--- src/rtl/clksel_pkg.sv ---
package clksel_pkg;
    localparam int REG_W    = 8;
    localparam int B_SEL    = 7;
    localparam int B_PSTOP  = 6;
    localparam int B_OSCCFG = 5;
    localparam int B_PLLWAI = 3;
    localparam int B_RTIWAI = 1;
    localparam int B_COPWAI = 0;
    localparam int N_PLAIN  = 3;
    localparam int PLAIN_POS [N_PLAIN] = '{B_PSTOP, B_PLLWAI, B_RTIWAI};

    typedef struct packed {
        logic sel;
        logic pstop;
        logic pllwai;
        logic rtiwai;
        logic copwai;
    } ctl_t;

    typedef struct packed {
        logic stop;
        logic wait_m;
        logic selfclk;
    } pwr_t;

    function automatic logic [REG_W-1:0] pack_read(input ctl_t c, input logic osc);
        logic [REG_W-1:0] r;
        r           = '0;
        r[B_SEL]    = c.sel;
        r[B_PSTOP]  = c.pstop;
        r[B_OSCCFG] = osc;
        r[B_PLLWAI] = c.pllwai;
        r[B_RTIWAI] = c.rtiwai;
        r[B_COPWAI] = c.copwai;
        return r;
    endfunction
endpackage

--- src/rtl/clksel_rw_bit.sv ---
module clksel_rw_bit #(
    parameter int W   = 8,
    parameter int POS = 0
) (
    input  logic         clk,
    input  logic         rst,
    input  logic         wr_en,
    input  logic [W-1:0] wr_data,
    output logic         q
);
    always_ff @(posedge clk) begin
        if (rst)        q <= 1'b0;
        else if (wr_en) q <= wr_data[POS];
    end
endmodule

--- src/rtl/clksel_sel_bit.sv ---
module clksel_sel_bit (
    input  logic clk,
    input  logic rst,
    input  logic wr_en,
    input  logic wr_bit,
    input  logic pll_lock,
    input  logic hw_clr,
    output logic sel_q
);
    logic take_wr;

    // a one is accepted only under lock; a zero is always accepted
    assign take_wr = wr_en && (!wr_bit || pll_lock);

    always_ff @(posedge clk) begin
        if (rst)          sel_q <= 1'b0;
        else if (hw_clr)  sel_q <= 1'b0;
        else if (take_wr) sel_q <= wr_bit;
    end
endmodule

--- src/rtl/clksel_once_bit.sv ---
module clksel_once_bit (
    input  logic clk,
    input  logic rst,
    input  logic wr_en,
    input  logic wr_bit,
    input  logic special_mode,
    output logic bit_q
);
    logic used_q;
    logic may_wr;

    assign may_wr = wr_en && (special_mode || !used_q);

    always_ff @(posedge clk) begin
        if (rst) begin
            bit_q  <= 1'b0;
            used_q <= 1'b0;
        end else begin
            if (may_wr) bit_q <= wr_bit;
            if (wr_en && !special_mode) used_q <= 1'b1;
        end
    end
endmodule

--- src/rtl/clksel_lp_ctrl.sv ---
module clksel_lp_ctrl
    import clksel_pkg::*;
(
    input  ctl_t ctl,
    input  pwr_t pwr,
    output logic hw_clr,
    output logic pll_pwrdn,
    output logic osc_enable,
    output logic rti_hold,
    output logic cop_hold
);
    always_comb begin
        pll_pwrdn  = pwr.wait_m && ctl.pllwai;
        hw_clr     = pwr.stop || pwr.selfclk || pll_pwrdn;
        osc_enable = !pwr.stop || ctl.pstop;
        rti_hold   = pwr.wait_m && ctl.rtiwai;
        cop_hold   = pwr.wait_m && ctl.copwai;
    end
endmodule

--- src/rtl/clksel_ctrl_reg.sv ---
module clksel_ctrl_reg
    import clksel_pkg::*;
(
    input  logic             clk,
    input  logic             rst,
    input  logic             wr_en,
    input  logic [REG_W-1:0] wr_data,
    output logic [REG_W-1:0] rd_data,
    input  logic             pll_lock,
    input  logic             special_mode,
    input  logic             osc_cfg_ext,
    input  logic             stop_mode,
    input  logic             wait_mode,
    input  logic             self_clock_mode,
    output logic             sel_pll,
    output logic             pll_pwrdn,
    output logic             osc_enable,
    output logic             rti_hold,
    output logic             cop_hold
);
    ctl_t               ctl;
    pwr_t               pwr;
    logic               hw_clr;
    logic [N_PLAIN-1:0] plain_q;

    assign pwr = '{stop: stop_mode, wait_m: wait_mode, selfclk: self_clock_mode};

    for (genvar g = 0; g < N_PLAIN; g++) begin : g_plain
        clksel_rw_bit #(.W(REG_W), .POS(PLAIN_POS[g])) u_bit (
            .clk     (clk),
            .rst     (rst),
            .wr_en   (wr_en),
            .wr_data (wr_data),
            .q       (plain_q[g])
        );
    end

    clksel_sel_bit u_sel (
        .clk      (clk),
        .rst      (rst),
        .wr_en    (wr_en),
        .wr_bit   (wr_data[B_SEL]),
        .pll_lock (pll_lock),
        .hw_clr   (hw_clr),
        .sel_q    (ctl.sel)
    );

    clksel_once_bit u_cop (
        .clk          (clk),
        .rst          (rst),
        .wr_en        (wr_en),
        .wr_bit       (wr_data[B_COPWAI]),
        .special_mode (special_mode),
        .bit_q        (ctl.copwai)
    );

    assign ctl.pstop  = plain_q[0];
    assign ctl.pllwai = plain_q[1];
    assign ctl.rtiwai = plain_q[2];

    clksel_lp_ctrl u_lp (
        .ctl        (ctl),
        .pwr        (pwr),
        .hw_clr     (hw_clr),
        .pll_pwrdn  (pll_pwrdn),
        .osc_enable (osc_enable),
        .rti_hold   (rti_hold),
        .cop_hold   (cop_hold)
    );

    assign sel_pll = ctl.sel;
    assign rd_data = pack_read(ctl, osc_cfg_ext);
endmodule

--- config.mk ---
export PLATFORM = sky130hd
export DESIGN_NAME = clksel_ctrl_reg
export DESIGN_NICKNAME = d
export VERILOG_FILES = /design/src/rtl/clksel_pkg.sv /design/src/rtl/clksel_rw_bit.sv /design/src/rtl/clksel_sel_bit.sv /design/src/rtl/clksel_once_bit.sv /design/src/rtl/clksel_lp_ctrl.sv /design/src/rtl/clksel_ctrl_reg.sv
export SDC_FILE = /design/constraint.sdc
export NUM_CORES = 1
export LEC_CHECK = 0
export ABC_AREA = 1
export ABC_CLOCK_PERIOD_IN_PS = 800
export BUFFER_PORTS_ARGS = -buffer_cell sky130_fd_sc_hd__buf_2
export CORE_AREA = 2 2 39 41
export CTS_BUF_LIST = sky130_fd_sc_hd__clkbuf_4 sky130_fd_sc_hd__clkbuf_8 sky130_fd_sc_hd__clkbuf_16
export CTS_CLUSTER_SIZE = 8
export DETAILED_ROUTE_END_ITERATION = 8
export DIE_AREA = 0 0 41 43
export PLACE_DENSITY = 0.62
export SKIP_CTS_REPAIR_TIMING = 1
export SLEW_MARGIN = 30
export SYNTH_ARGS = -nofsm -noshare
export SYNTH_HDL_FRONTEND = slang
export SYNTH_SLANG_ARGS = --single-unit
export TNS_END_PERCENT = 50
--- constraint.sdc ---
create_clock -name clk -period 0.8 [get_ports clk]
set_clock_uncertainty 0.15 [all_clocks]
set_input_delay 0.12 -clock clk [delete_from_list [all_inputs] [get_ports clk]]
set_output_delay 0.12 -clock clk [all_outputs]
set_load 0.02 [all_outputs]
---- Word-level counts from Yosys, hierarchy flattened ----
Index checks and enable logic that the tools add are counted.
storage, ports and cells
  register bits ........................... 6
  logic and storage cells ................. 22
  input port bits ......................... 17
  output and inout port bits .............. 13
cells by class
  reduce and logical (&&, ||, !) cells .... 16
operator list
  operator           count
  $logic_and 1x1->1  6
  $logic_or 1x1->1   5
  $logic_not 1->1    4
  $reduce_or 2->1    1

---- Logic depth before layout (Yosys ltp) ----
  depth after elaboration ................. 3
  gate-level depth with buffers ........... 5
  depth with buffers taken out ............ 5

---- Cells and area by module ----
Synthesis repeated with hierarchy kept, for this count alone.
unflattened totals
  cell total of the unflattened synthesis .. 55
  area, all modules ....................... 339.1 um^2
by module, submodules not included
  module           cells an instance  sequential area each (um^2)  instances  area an instance (um^2)
  clksel_rw_bit    7                  20.0                         3          45.0
  clksel_once_bit  12                 40.0                         1          88.8
  clksel_sel_bit   7                  20.0                         1          43.8
  clksel_lp_ctrl   10                 0.0                          1          37.5
  clksel_ctrl_reg  5                  0.0                          1          33.8

---- Worst setup path before layout ----
Ideal clock, no wire load.
  kind .................................... reg-to-output
  start point ............................. register u_sel.sel_q
  end point ............................... output rd_data[7]
  slack ................................... -0.086 ns
  arrival time ............................ 0.616 ns
  cell stages (with the launch flop) ...... 2
  required time ........................... 0.530 ns
  buffers on the path ..................... 1
  cells stage by stage .................... dfxtp_1 > buf_4
RTL lines
  what                    RTL line              RTL
  start, declared         clksel_sel_bit.sv:8   output logic sel_q
  start signal, assigned  clksel_sel_bit.sv:18  else if (take_wr) sel_q <= wr_bit;
  end, declared           clksel_ctrl_reg.sv:8  output logic [REG_W-1:0] rd_data,
No word-level cell between the ends.

---- Worst setup path after layout ----
  start point ............................. register g_plain[0].u_bit.q
  end point ............................... output osc_enable
between the ends
  longest elaborated chain between the ends .. 1
ends and longest elaborated chain
  what                    RTL line               RTL
  start, declared         clksel_rw_bit.sv:9     output logic q
  start signal, assigned  clksel_rw_bit.sv:13    else if (wr_en) q <= wr_data[POS];
  $logic_or 1x1->1        clksel_lp_ctrl.sv:15   osc_enable = !pwr.stop || ctl.pstop;
  end, declared           clksel_ctrl_reg.sv:17  output logic osc_enable,
Every way passes these cells.

==> results.yml <==
die:
  die_x_um: 41
  rows: 14
  core_um2: 1380
  die-height_um: 43
  initial_core_util_pct: 23.3
  dieArea_um2: 1760
  ios: 30
logic_synthesis:
  postSynthAreaPerCell_um2: 6.59
  seq_area_frac_synth_pct: 37.2
  synth_warnings: 0
  syn_inst: 49
  synth.distinct_cells: 11
  synth-seq-cells: 6
  synthesis.area_um2: 323
timing:
  whs_ns: -0.0937
  worst_slack_ns: -0.252
  finalSetupTns_ns: -2.07
  hold_viol_final: 4
  max_freq_mhz: 950
  finalSetupViolations: 11
  min_period_over_period_pct: 132
  finalCriticalPeriod_ns: 1.05
  rsz0062_at_grt: "yes"
  slew_viol_final: 0
drt:
  dr.pass1.iters: 2
  first_iter_violations: 2
  drtAntennaViolNets: 0
  drc_errors: 0
  wl_per_cell_um: 8.35
  wl_um: 693
  vias: 325
  via_per_inst: 3.92
clocking:
  cts_sinks: 6
  cts_buffers: 3
  clk-insertion-delay-late_ns: 0.24
  cts_tree: "done"
  h-tree-depth: 1
  cts_root_buf: "clkbuf_4"
  clkTransAtPathRegs_ns: 0.05
  clockBufferDepth: 2
final_layout:
  fillers: 149
  final_cell_count_no_fill: 83
  nets: 86
  layout-drive-gt1-share_pct: 55.2
  antenna-diode-count: 0
  area_delta_synth_final_pct: 48.1
power:
  report.power.total_mw: 0.787
  ir_worst_vdd_v: 0.000402
  p_per_area_nw_per_um2: 1650
  cellLeakagePower_nw: 0.270
run_status:
  failed_checks: "hold timing, setup timing"
  status: "finished, violations left"
place:
  port_buffers: 22
  gp_congestion: 0.656
  post-place-ws_ns: -0.0708
  dp_cells: 80
  dp_hpwl_um: 531
setup_path:
  startpoint_type: "register"
  cp.required_ns: 0.53
  crit_type: "register to output pin"
  endpoint_kind: "output pin"
  arrival_ns: 0.78
  cp_max_fo: 2
global_route:
  antenna_found_initial: 0
  grt.total_usage_pct: 9.26
  grt_pass1_vias: 284
  grt_pass1_wl_mm: 1.04
  grt_overflow_total: 0
  grt_max_degree: 8
min_path:
  hp-class: "input port to register"
job:
  drv_cap: 0
[cell type report]
type	instances	area, um2	area share [%]
timing repair buffer	22	155	32.5
sequential	6	126	26.4
multi-input combinational	27	120	25.1
inverter	9	33.8	7.07
clock buffer	3	22.5	4.71
tap	16	20.0	4.19
[cell usage in the layout (no fill, tap or decap), types with 3 or more instances in the layout]
cell type | synthesis | final
inv_1 | 8 | 5
nor2_1 | 8 | 8
buf_6 | 0 | 6
dfxtp_2 | 0 | 5
buf_2 | 0 | 13
clkbuf_4 | 0 | 3
nand2_1 | 8 | 5
nand2_2 | 0 | 3
inv_2 | 1 | 4
buf_4 | 8 | 3
a21oi_1 | 3 | 3
[sequential cells by signal, indices dropped and copies added (netlist names)]
name,cells
u_sel.sel_q,1
u_cop.used_q,1
u_cop.bit_q,1
g_plain.u_bit.q,3
[worst paths after layout]
check / start / end / slack, ns / depth (start not counted)
setup / recovery: g_plain[0].u_bit.q$_SDFFE_PP0P_ / osc_enable / -0.25 / 3
setup reg to reg: u_cop.used_q$_SDFFE_PP0P_ / u_cop.bit_q$_SDFFE_PP0P_ / -0.02 / 3
hold / removal: rst / u_cop.used_q$_SDFFE_PP0P_ / -0.09 / 2
hold reg to reg: u_cop.used_q$_SDFFE_PP0P_ / u_cop.used_q$_SDFFE_PP0P_ / 0.32 / 2
[Yosys cell counts]
| cell type | instances | share of area (%) |
|---|---|---|
| nand2_1 | 8 | 9.3 |
| dfxtp_1 | 6 | 37 |
| a21oi_1 | 3 | 4.6 |
| inv_2 | 1 | 1.2 |
| buf_4 | 8 | 19 |
| nor2_1 | 8 | 9.3 |
| inv_1 | 8 | 9.3 |
| o21ai_1 | 2 | 3.1 |
| o21ai_0 | 2 | 3.1 |
| nand3_1 | 2 | 3.1 |
| conb_1 | 1 | 1.2 |
[critical path, stage by stage (launching register included)]
cell and delay [ns]:
dfxtp_2 0.33, inv_2 0.06, nand2_2 0.04, buf_6 0.12
[metal layers]
layer	wire length [um]	vias up	track usage (%)
met5	0	-	0
met1	298	136	10.4
met3	60	0	4.71
met4	0	0	8.67
met2	334	15	11.9
li1	-	174	-
[metrics by stage]
stage,hold slack [ns],instance area [um2],util [%]
3_3_place_gp,0.0902,398,28.8
5_1_grt,-0.0983,478,34.5
3_5_place_dp,0.0902,398,28.8
6_report,-0.0937,478,34.5
2_1_floorplan,0.0424,328,-
4_1_cts,-0.0996,420,30.4
[logic make-up after synthesis]
logic type	Yosys count	synth area share, %
flops	6	37.2
simple gates	18	21.7
buf+inv	17	29.1
compound gates	7	10.9
other cells	1	1.16
[power by group]
group	leakage [nW]	internal [mW]	switching, mW
Combinational	0.205	0.0840	0.101
Sequential	0.0513	0.322	0.0143
Clock	0.0138	0.169	0.0965
Note: power is estimated with default switching activity, not from simulation.
